## src/rtl/uop_pkg.sv

```systemverilog
package uop_pkg;
  localparam int BW   = 8;
  localparam int NW   = BW / 2;
  localparam int OP_W = 4;

  typedef enum logic [OP_W-1:0] {
    OP_SHL_OR  = 4'd0,
    OP_ROL_AND = 4'd1,
    OP_SHR_XOR = 4'd2,
    OP_ROR_ADD = 4'd3,
    OP_DEC_CMP = 4'd4,
    OP_INC_SBC = 4'd5,
    OP_AND_SHR = 4'd6,
    OP_AND_CPY = 4'd7,
    OP_AND_ROR = 4'd8,
    OP_ST_AX   = 4'd9,
    OP_ST_Y    = 4'd10,
    OP_ST_X    = 4'd11,
    OP_ST_AXSP = 4'd12,
    OP_LD_MSP  = 4'd13,
    OP_SUB_AX  = 4'd14,
    OP_NOP     = 4'd15
  } uop_e;

  typedef struct packed {
    logic n;
    logic v;
    logic z;
    logic c;
  } flags_t;
endpackage

```

## src/rtl/uop_bcd_arith.sv

```systemverilog
module uop_bcd_arith
  import uop_pkg::*;
#(
  parameter bit DEC_EN = 1'b1
) (
  input  logic [BW-1:0] a,
  input  logic [BW-1:0] b,
  input  logic          cin,
  input  logic          dec,
  input  logic          sub,
  output logic [BW-1:0] res,
  output flags_t        fl
);
  localparam int XW = BW + 4;

  logic [BW:0]   bsum;
  logic [BW-1:0] bres;
  flags_t        bfl;

  always_comb begin
    if (sub) bsum = {1'b0, a} - {1'b0, b} - {{BW{1'b0}}, ~cin};
    else     bsum = {1'b0, a} + {1'b0, b} + {{BW{1'b0}}, cin};
    bres  = bsum[BW-1:0];
    bfl.n = bres[BW-1];
    bfl.z = (bres == '0);
    bfl.c = sub ? ~bsum[BW] : bsum[BW];
    bfl.v = sub ? ((a[BW-1] ^ b[BW-1]) & (a[BW-1] ^ bres[BW-1]))
                : (~(a[BW-1] ^ b[BW-1]) & (a[BW-1] ^ bres[BW-1]));
  end

  generate
    if (DEC_EN) begin : g_dec
      logic [NW+1:0] lo;
      logic [BW+1:0] sum;
      logic [XW-1:0] dlo, dv, hdiff;
      logic [BW-1:0] dres;
      flags_t        dfl;

      always_comb begin
        lo = '0; sum = '0; dlo = '0; dv = '0; hdiff = '0;
        dres = '0; dfl = '0;
        if (!sub) begin
          lo = {2'b0, a[NW-1:0]} + {2'b0, b[NW-1:0]} + {{(NW+1){1'b0}}, cin};
          if (lo > 6'd9) lo = lo + 6'd6;
          sum = {6'b0, lo[NW-1:0]} + {2'b0, a[BW-1:NW], 4'b0}
              + {2'b0, b[BW-1:NW], 4'b0} + ((lo > 6'd15) ? 10'h10 : 10'h0);
          dfl.n = sum[BW-1];
          dfl.v = (a[BW-1] ^ sum[BW-1]) & ~(a[BW-1] ^ b[BW-1]);
          dfl.z = (bres == '0);
          if (sum[BW:NW] > 5'd9) sum = sum + 10'h60;
          dfl.c = sum[BW+1] | sum[BW];
          dres  = sum[BW-1:0];
        end else begin
          dlo   = {8'b0, a[NW-1:0]} - {8'b0, b[NW-1:0]} - {11'b0, ~cin};
          hdiff = {4'b0, a[BW-1:NW], 4'b0} - {4'b0, b[BW-1:NW], 4'b0};
          if (dlo[NW]) dv = ((dlo - 12'd6) & 12'h00F) | (hdiff - 12'h010);
          else         dv = (dlo & 12'h00F) | hdiff;
          if (dv[BW]) dv = dv - 12'h060;
          dres = dv[BW-1:0];
          dfl  = bfl;
        end
      end

      assign res = dec ? dres : bres;
      assign fl  = dec ? dfl  : bfl;
    end else begin : g_bin
      assign res = bres;
      assign fl  = bfl;
    end
  endgenerate
endmodule

```

## src/rtl/uop_and_ror.sv

```systemverilog
module uop_and_ror
  import uop_pkg::*;
#(
  parameter bit DEC_EN = 1'b1
) (
  input  logic [BW-1:0] a,
  input  logic [BW-1:0] m,
  input  logic          cin,
  input  logic          dec,
  output logic [BW-1:0] res,
  output flags_t        fl
);
  logic [BW-1:0] t, r;
  flags_t        bfl;

  assign t = a & m;
  assign r = {cin, t[BW-1:1]};

  always_comb begin
    bfl.n = r[BW-1];
    bfl.z = (r == '0);
    bfl.c = r[6];
    bfl.v = r[6] ^ r[5];
  end

  generate
    if (DEC_EN) begin : g_dec
      logic [BW-1:0] fx;
      flags_t        dfl;
      always_comb begin
        fx    = r;
        dfl.n = cin;
        dfl.z = (r == '0);
        dfl.v = r[6] ^ t[6];
        if (({1'b0, fx[NW-1:0]} + {4'b0, fx[0]}) > 5'd5)
          fx[NW-1:0] = fx[NW-1:0] + 4'd6;
        if (({1'b0, fx[BW-1:NW]} + {4'b0, fx[NW]}) > 5'd5) begin
          fx[BW-1:NW] = fx[BW-1:NW] + 4'd6;
          dfl.c = 1'b1;
        end else begin
          dfl.c = 1'b0;
        end
      end
      assign res = dec ? fx  : r;
      assign fl  = dec ? dfl : bfl;
    end else begin : g_bin
      assign res = r;
      assign fl  = bfl;
    end
  endgenerate
endmodule

```

## src/rtl/uop_exec.sv

```systemverilog
module uop_exec
  import uop_pkg::*;
#(
  parameter bit DEC_EN = 1'b1
) (
  input  logic            clk,
  input  logic            rst,
  input  logic [OP_W-1:0] op,
  input  logic [BW-1:0]   a_in,
  input  logic [BW-1:0]   x_in,
  input  logic [BW-1:0]   y_in,
  input  logic [BW-1:0]   sp_in,
  input  logic [BW-1:0]   mem_in,
  input  logic [BW-1:0]   addr_hi,
  input  logic            n_in,
  input  logic            v_in,
  input  logic            z_in,
  input  logic            c_in,
  input  logic            dec_in,
  output logic            mem_wr,
  output logic [BW-1:0]   mem_wdata,
  output logic [BW-1:0]   a_out,
  output logic [BW-1:0]   x_out,
  output logic [BW-1:0]   sp_out,
  output logic            n_out,
  output logic            v_out,
  output logic            z_out,
  output logic            c_out
);
  uop_e          sel;
  logic [BW-1:0] mask, ax, am, ar_b, ar_res, rr_res, k_a, k_x, k_sp, k_wd, tmp;
  logic [BW:0]   diff;
  logic          ar_cin, k_wr;
  flags_t        ar_fl, rr_fl, k_fl;

  assign sel  = uop_e'(op);
  assign mask = addr_hi + 8'd1;
  assign ax   = a_in & x_in;
  assign am   = a_in & mem_in;
  assign ar_b   = (sel == OP_ROR_ADD) ? {c_in, mem_in[BW-1:1]} : mem_in + 8'd1;
  assign ar_cin = (sel == OP_ROR_ADD) ? mem_in[0] : c_in;

  uop_bcd_arith #(.DEC_EN(DEC_EN)) u_arith (
    .a(a_in), .b(ar_b), .cin(ar_cin), .dec(dec_in),
    .sub(sel == OP_INC_SBC), .res(ar_res), .fl(ar_fl)
  );

  uop_and_ror #(.DEC_EN(DEC_EN)) u_arr (
    .a(a_in), .m(mem_in), .cin(c_in), .dec(dec_in), .res(rr_res), .fl(rr_fl)
  );

  always_comb begin
    k_a  = a_in;  k_x = x_in;  k_sp = sp_in;
    k_wr = 1'b0;  k_wd = '0;   tmp = '0;  diff = '0;
    k_fl = '{n: n_in, v: v_in, z: z_in, c: c_in};
    unique case (sel)
      OP_SHL_OR, OP_ROL_AND, OP_SHR_XOR: begin
        k_wr = 1'b1;
        if (sel == OP_SHR_XOR) begin
          k_wd = {1'b0, mem_in[BW-1:1]};  k_fl.c = mem_in[0];  k_a = a_in ^ k_wd;
        end else begin
          k_wd = {mem_in[BW-2:0], (sel == OP_ROL_AND) & c_in};
          k_fl.c = mem_in[BW-1];
          k_a = (sel == OP_ROL_AND) ? (a_in & k_wd) : (a_in | k_wd);
        end
        k_fl.n = k_a[BW-1];  k_fl.z = (k_a == '0);
      end
      OP_ROR_ADD, OP_INC_SBC: begin
        k_wr = 1'b1;  k_wd = ar_b;  k_a = ar_res;  k_fl = ar_fl;
      end
      OP_DEC_CMP, OP_SUB_AX: begin
        tmp  = (sel == OP_DEC_CMP) ? mem_in - 8'd1 : mem_in;
        diff = {1'b0, (sel == OP_DEC_CMP) ? a_in : ax} - {1'b0, tmp};
        k_fl.c = ~diff[BW];  k_fl.n = diff[BW-1];  k_fl.z = (diff[BW-1:0] == '0);
        if (sel == OP_DEC_CMP) begin k_wr = 1'b1;  k_wd = tmp; end
        else k_x = diff[BW-1:0];
      end
      OP_AND_SHR: begin
        k_a = {1'b0, am[BW-1:1]};  k_fl.c = am[0];  k_fl.n = 1'b0;  k_fl.z = (k_a == '0);
      end
      OP_AND_CPY: begin
        k_a = am;  k_fl.n = am[BW-1];  k_fl.c = am[BW-1];  k_fl.z = (am == '0);
      end
      OP_AND_ROR: begin
        k_a = rr_res;  k_fl = rr_fl;
      end
      OP_ST_AX, OP_ST_Y, OP_ST_X, OP_ST_AXSP: begin
        k_wr = 1'b1;
        if (sel == OP_ST_Y)      k_wd = y_in & mask;
        else if (sel == OP_ST_X) k_wd = x_in & mask;
        else                     k_wd = ax & mask;
        if (sel == OP_ST_AXSP)   k_sp = ax;
      end
      OP_LD_MSP: begin
        tmp = mem_in & sp_in;
        k_a = tmp;  k_x = tmp;  k_sp = tmp;
        k_fl.n = tmp[BW-1];  k_fl.z = (tmp == '0);
      end
      default: ;
    endcase
  end

  always_ff @(posedge clk) begin
    if (rst) begin
      mem_wr <= 1'b0;  mem_wdata <= '0;  a_out <= '0;  x_out <= '0;  sp_out <= '0;
      n_out  <= 1'b0;  v_out <= 1'b0;  z_out <= 1'b0;  c_out <= 1'b0;
    end else begin
      mem_wr <= k_wr;  mem_wdata <= k_wd;  a_out <= k_a;  x_out <= k_x;  sp_out <= k_sp;
      n_out  <= k_fl.n;  v_out <= k_fl.v;  z_out <= k_fl.z;  c_out <= k_fl.c;
    end
  end


  wr_gate_chk: assert property (@(posedge clk) disable iff (rst)
    (!$past(rst) && mem_wr) |-> ($past(op) <= 4'd5 || ($past(op) >= 4'd9 && $past(op) <= 4'd12)));

  shr_n_chk: assert property (@(posedge clk) disable iff (rst)
    (!$past(rst) && $past(op) == 4'd6) |-> (!n_out && !mem_wr && (z_out == (a_out == '0))));

  cpy_c_chk: assert property (@(posedge clk) disable iff (rst)
    (!$past(rst) && $past(op) == 4'd7) |-> (c_out == n_out));

  mask_chk: assert property (@(posedge clk) disable iff (rst)
    (!$past(rst) && $past(op) >= 4'd9 && $past(op) <= 4'd12)
      |-> ((mem_wdata & ~($past(addr_hi) + 8'd1)) == '0));

  ldsp_chk: assert property (@(posedge clk) disable iff (rst)
    (!$past(rst) && $past(op) == 4'd13) |-> (a_out == x_out && x_out == sp_out));

  hold_chk: assert property (@(posedge clk) disable iff (rst)
    (!$past(rst) && $past(op) == 4'd15) |-> (a_out == $past(a_in) && sp_out == $past(sp_in) && !mem_wr));
endmodule

```

## config.mk

```make
export PLATFORM = sky130hd
export DESIGN_NAME = uop_exec
export DESIGN_NICKNAME = d
export VERILOG_FILES = /design/src/rtl/uop_pkg.sv /design/src/rtl/uop_bcd_arith.sv /design/src/rtl/uop_and_ror.sv /design/src/rtl/uop_exec.sv
export SDC_FILE = /design/constraint.sdc
export NUM_CORES = 1
export LEC_CHECK = 0
export BUFFER_PORTS_ARGS = -buffer_cell sky130_fd_sc_hd__buf_2
export CAP_MARGIN = 20
export CORE_ASPECT_RATIO = 1.5
export CORE_UTILIZATION = 25
export DETAILED_ROUTE_END_ITERATION = 8
export GPL_ROUTABILITY_DRIVEN = 0
export HOLD_SLACK_MARGIN = 0.05
export PLACE_DENSITY_LB_ADDON = 0.2
export REMOVE_ABC_BUFFERS = 1
export SLEW_MARGIN = 20
export SYNTH_ARGS = -nofsm -noshare
export SYNTH_HDL_FRONTEND = slang
export SYNTH_SLANG_ARGS = --single-unit
```

## constraint.sdc

```tcl
create_clock -name clk -period 10.5 [get_ports clk]
set_input_delay 0 -clock clk [delete_from_list [all_inputs] [get_ports clk]]
set_output_delay 0 -clock clk [all_outputs]
set_load 0.01 [all_outputs]
```

==> flow_summary_export.csv, run 1 <==
group,metric,value,unit
sta,hold_viol,0,
die,num_rows,68,
die,die_area,24300,µm²
hold_path,holdCritPathClass,"input pin to flop",
power,cellLeakagePower,2.89,nW
synth,synth_largest_area_cell,"ha_1",
hold_path,hold_end,"x_out[1]",
clocking,cts_buffers,5,
power,total_power,0.756,mW
sta,finalSetupTns,0,ns
sta,whs,0.0538,ns
final_layout,final_nets,1053,
synth,synthMuxAreaShare,1.04,%
route,avgViaCountPerCell,5.39,
hold_path,min-delay-start,"x_in[1]",
power,p_clk_share,21.5,%
synth,ys_ff_latch,37,
status,status,"complete, no violations",
sta,fin_crit_sh,55.1,%
grt,grtUsageTotal,21.7,%
route,routed_wl,26100,µm
critical_path,crit_arrival,5.98,ns
route,detail_route.first_pass.iterations,5,
die,core-area,23100,µm²
synth,syn-instance-count,849,
critical_path,path_max_fanout,16,
clocking,cts_sinks,37,
flow_run,timing.max_cap.violations,0,
sta,setup_violations,0,
power,p_switching,0.346,mW
die,ioPinCount,96,
clocking,cts_buffer_depth,2,
final_layout,regArea,741,µm²
grt,first_global_vias,6687,
synth,synth_seq_area_share,12.5,%
synth,synth_compound_area_share,29.3,%
sta,finalWorstPathRequiredPeriod,5.78,ns
synth,avgSynthCellArea,6.97,µm²
synth,synthAdderAreaFrac,16.6,%
grt,grt_overflow,0,
grt,grt_pass1_wl,39500,µm
critical_path,required,10.70,ns
critical_path,worstSetupPathType,"input pin to flop",
route,drt-initial-drc-count,449,
clocking,path_clk_slew,0.07,ns
die,dieHeight,190,µm
sta,rsz0062_at_grt,"no",
route,wire_per_inst,21.1,µm
route,ant_nets,0,
sta,worst_pin_slew,1.11,ns
power,combPwrFrac,58.3,%
synth,syn-cell-area,5920,µm²
final_layout,fillers,2628,
die,floorplan.initialDensity,25.6,%
power,ir_worst_vdd,0.0669,mV
synth,synthArstFlopShare,0,%
synth,netlist_top_cells_area,"ha_1 13%, dfxtp_1 13%, nand2_1 6.3%",
route,num_vias,6673,
synth,synth-simple-area-share,24.2,%
grt,grt_max_degree,36,
sta,drv_slew,0,
final_layout,postLayoutCellArea,6940,µm²
synth,yosysWarnings,0,
synth,synth_cell_types,71,
critical_path,cp-start-kind,"input pin",
synth,synth_top_family_by_area,"compound AO/OA/AOI/OAI gates",
grt,antenna_found_initial,0,
synth,yosys.area.top_type_share,12.7,%
clocking,cts_root_buf,"clkbuf_16",
die,die_x,128,µm
place,io_buffers,95,
place,place_area,6670,µm²
final_layout,syn2layout_area_growth,17.1,%
final_layout,multi_input_comb_area,4780,µm²
power,p_int,0.410,mW
route,drc,0,
final_layout,drive_above_1_share,12.4,%
clocking,post_cts_buffers,0,
place,hpwlAfterDp,20700,µm
final_layout,n_antenna_cell,0,
clocking,htreeDepth,2,
hold_path,hold_path_depth,3,
synth,synthXorXnorAreaFrac,9.62,%
synth,synthFlopType,"dfxtp_1",
sta,fmax,0.173,GHz
synth,synth_edf_count,0,
clocking,cts_tree,"built",
power,power_density,109,nW/µm²
power,swShare,45.8,%
power,power_frac_seq,20.3,%
sta,slew_headroom,25.6,%
critical_path,critical_path.endpoint_type,"flop",
power groups by stage:
stage	logic, mW	clock network, mW	registers [mW]
floorplan	0.283	0	0.162
global placement	0.435	0	0.157
detailed placement	0.435	0	0.157
CTS	0.441	0.164	0.154
global route	0.487	0.171	0.154
finish	0.441	0.162	0.153
layer usage:
layer	vias up	global-route usage, %	part of all wire (%)
met5	-	0	0
met3	83	2.30	4.4
met4	0	14.3	6.9
met2	252	39.6	51
li1	3193	-	-
met1	3145	23.6	38
how the worst max path moves through the flow:
stage | endpoint | from | slack (ns)
5_1_grt | a_out[6] | op[3] | 4.23
6_report | a_out[6] | op[3] | 4.72
2_1_floorplan | a_out[6] | op[0] | 4.55
3_5_place_dp | a_out[6] | op[3] | 4.42
4_1_cts | a_out[6] | op[3] | 4.69
3_3_place_gp | a_out[6] | op[3] | 4.52
cells by family after synthesis:
group	after synthesis
XOR/XNOR	65
flip-flops	37
AO/OA/AOI/OAI	262
AND/OR/NAND/NOR	302
buffers and inverters	105
adder cells (fa/ha/maj)	72
multiplexers	6
layout make-up:
type	instances	share of cell area (%)
timing repair buffer	116	9.60
clock buffer	7	1.91
tap	315	5.68
inverter	56	3.03
sequential	37	10.7
multi-input combinational	707	69.0
clock inverter	1	0.108
layout by cell type (no fill, tap or decap), types with 11 or more instances in the layout:
cell / instances
dlygate4sd3_1: 13
nand2b_1: 12
nor2b_1: 15
fa_1: 11
a221oi_1: 11
o21ai_0: 67
nand3_1: 31
xor2_1: 25
a31oi_1: 11
dfxtp_1: 37
ha_1: 60
inv_1: 55
buf_2: 95
nor2_1: 80
nor3_1: 12
a21oi_1: 57
nand2_1: 100
xnor2_1: 40
a32oi_1: 17
synthesized netlist by cell type (all sizes together) (4+ instances only):
cell / n
a32oi: 17
a31oi: 11
mux2i: 5
and3: 6
o21ai: 68
nand2: 100
a21oi: 57
a21boi: 5
fa: 11
nor3b: 4
o211ai: 5
inv: 55
a22oi: 10
clkbuf: 40
a211oi: 6
nor3: 12
nand2b: 12
nand3: 31
a21o: 9
a211o: 4
o32ai: 4
buf: 9
and2: 8
nor2b: 15
dfxtp: 37
a221oi: 12
o21a: 7
o22ai: 6
nand3b: 4
o31ai: 6
xnor2: 40
ha: 60
xor2: 25
or3: 10
o2111ai: 6
a22o: 6
nor2: 80
stage by stage:
| step | std cells | worst slack, ns | util [%] |
|---|---|---|---|
| after floorplan | 800 | 4.55 | - |
| after global placement | 1218 | 4.52 | 28.8 |
| after detailed placement | 1218 | 4.42 | 28.8 |
| after CTS | 1239 | 4.69 | 30.0 |
| after global routing | 1239 | 4.23 | 30.0 |
| final | 1239 | 4.72 | 30.0 |
worst max-delay path, cell delays in order:
cell and delay [ns]:
buf_2 0.19, nor2_1 0.13, buf_4 0.19, nand3_1 0.40
nand2_1 0.18, a21boi_0 0.53, ha_1 0.35, ha_1 0.21
ha_1 0.28, inv_1 0.08, a211o_1 0.29, a22o_1 0.22
a22oi_1 0.31, o31a_1 0.30, fa_1 0.22, ha_1 0.17
inv_1 0.06, fa_1 0.51, ha_1 0.23, nand2_1 0.08
nand2_1 0.06, a32oi_1 0.30, mux2_2 0.37, o21ai_0 0.14
a21oi_1 0.06, o32ai_1 0.13
timing repair:
item | in CTS | in global routing
hold buffers | 13 | 0
hold endpoints to repair | 10 | 0
gates resized for setup | 0 | 0
flip-flops by register name (all words and copies together) (netlist names):
| register | flops |
|---|---|
| sp_out | 8 |
| n_out | 1 |
| c_out | 1 |
| a_out | 8 |
| mem_wr | 1 |
| x_out | 8 |
| z_out | 1 |
| mem_wdata | 8 |
| v_out | 1 |
(Power assumes the default switching activity.)
==> inputs of run 2 (changes only) <==
clock period = 5.5 ns   (was 10.5 ns; I/O delays follow)
==> flow_summary_export.csv, run 2 (same netlist as run 1, synthesis figures left out) <==
group,metric,value,unit
route,wire_per_inst,20.8,µm
final_layout,final_cells,1262,
critical_path,cpLargestDelayFamily,"adder cells",
sta,whs,0.0483,ns
route,ant_nets,0,
sta,slew_headroom,28.7,%
sta,drv_slew,0,
route,num_vias,6840,
critical_path,path_buf_inv,2,
route,avgViaCountPerCell,5.42,
final_layout,drive_above_1_share,14.6,%
critical_path,critPathSlowestCell,"fa_1",
die,dieHeight,190,µm
sta,fmax,0.199,GHz
power,power_frac_seq,19.6,%
status,status,"complete, no violations",
hold_path,holdCritPathClass,"input pin to flop",
grt,first_global_vias,6765,
clocking,cts_buffer_depth,2,
grt,grtUsageTotal,21.9,%
sta,hold_viol,0,
clocking,htreeDepth,2,
power,p_clk_share,22.2,%
final_layout,regArea,741,µm²
critical_path,cp_common_cell,"ha_1",
power,swShare,44.5,%
critical_path,critical_path.cell_chain,"buf_2 -> nor2_1 -> nand3_1 -> nand2_1 -> a21boi_0 -> ha_1 -> ha_1 -> ha_1 -> xor2_1 -> ha_1 -> nand2_1 -> o31a_1 -> fa_1 -> ha_1 -> inv_1 -> fa_1 -> ha_1 -> nand2_1 -> nand2_1 -> a32oi_1 -> mux2_2 -> o21ai_0 -> a21oi_1 -> o32ai_1",
critical_path,required,5.70,ns
clocking,cts_root_buf,"clkbuf_16",
critical_path,worstSetupPathType,"input pin to flop",
power,combPwrFrac,58.1,%
grt,grt_max_degree,34,
flow_run,timing.max_cap.violations,0,
grt,grtUsageMet1,23.5,%
sta,fin_crit_sh,91.3,%
die,num_rows,68,
power,ir_worst_vdd,0.0978,mV
sta,setup_violations,0,
clocking,path_clk_slew,0.07,ns
final_layout,fillers,2613,
final_layout,layout_common_cells,"100 x nand2_1, 95 x buf_2, 80 x nor2_1",
critical_path,critical_path.endpoint_type,"flop",
route,routed_wl,26200,µm
die,ioPinCount,96,
place,hpwlAfterDp,21100,µm
final_layout,multi_input_comb_area,4780,µm²
final_layout,final_common_cell,"nand2_1",
route,detail_route.first_pass.iterations,5,
sta,finalWorstPathRequiredPeriod,5.02,ns
die,die_x,128,µm
power,p_switching,0.664,mW
critical_path,path_max_fanout,5,
grt,met3_usage,2.22,%
route,drt-initial-drc-count,422,
place,io_buffers,95,
sta,worst_pin_slew,1.07,ns
clocking,cts_buffers,5,
final_layout,final_nets,1076,
final_layout,n_antenna_cell,0,
place,placedCellCount,1239,
final_layout,syn2layout_area_growth,20.4,%
die,core-area,23100,µm²
grt,busiest_layer,"met2",
critical_path,cpPeakStageDelay,0.48,ns
die,die_area,24300,µm²
grt,grtUsageMet2,40.8,%
clocking,cts_sinks,37,
grt,grt_overflow,0,
die,floorplan.initialDensity,25.6,%
grt,antenna_found_initial,0,
clocking,cts_tree,"built",
power,p_int,0.827,mW
grt,grt_pass1_wl,39800,µm
power,cellLeakagePower,3.02,nW
sta,rsz0062_at_grt,"no",
critical_path,crit_arrival,5.23,ns
critical_path,cp-start-kind,"input pin",
power,power_density,209,nW/µm²
route,drc,0,
==> run 2: cell count changes in the layout (fill, tap and decap cells not counted), sizes merged <==
cell / previous run / this run
clkinvlp: 1 / 0
buf: 103 / 124
clkinv: 1 / 2
dlygate4sd3: 13 / 15
==> run 2: metrics by stage <==
stage	instance area (µm²)	utilization (%)	setup WS [ns]	setup TNS (ns)	power, mW
global placement	6820	29.5	0.247	0	1.16
finish	7130	30.8	0.477	0	1.49
global route	7130	30.8	0.0221	0	1.61
detailed placement	6820	29.5	0.152	0	1.15
floorplan	5730	-	-0.454	-0.897	0.849
CTS	7130	30.8	0.440	0	1.50
==> run 2: final cells by class <==
cell class | count | area share [%]
repair buffers | 139 | 11.8
flip-flops and latches | 37 | 10.4
inverters | 56 | 2.95
well taps | 315 | 5.53
multi-input cells | 707 | 67.1
clock buffers | 7 | 2.14
clock inverters | 1 | 0.0702
==> run 2: worst paths after layout <==
check	start	end	slack, ns	depth (start not counted)
hold / removal	x_in[7]	sp_out[7]	0.05	3
setup / recovery	op[3]	a_out[6]	0.48	24
==> run 2: power by group through the flow <==
stage	combinational, mW	sequential, mW	clock [mW]
final	0.866	0.293	0.331
after global routing	0.962	0.294	0.348
after CTS	0.867	0.293	0.339
after detailed placement	0.854	0.299	0
after global placement	0.856	0.299	0
after floorplan	0.540	0.310	0
==> run 2: metal layers <==
metal  part of all wire, %  wire, µm  up-vias
li1                      -         -     3238
met2                    53     13800      275
met3                   4.5      1190       67
met1                    37      9730     3260
met5                     0         0        -
met4                   5.8      1520        0
==> run 2: timing repair <==
action / in CTS / in global routing
setup endpoints to repair: 0 / 0
hold buffers: 15 / 0
setup buffers: 0 / 0
resized for setup: 0 / 0
hold endpoints to repair: 13 / 0
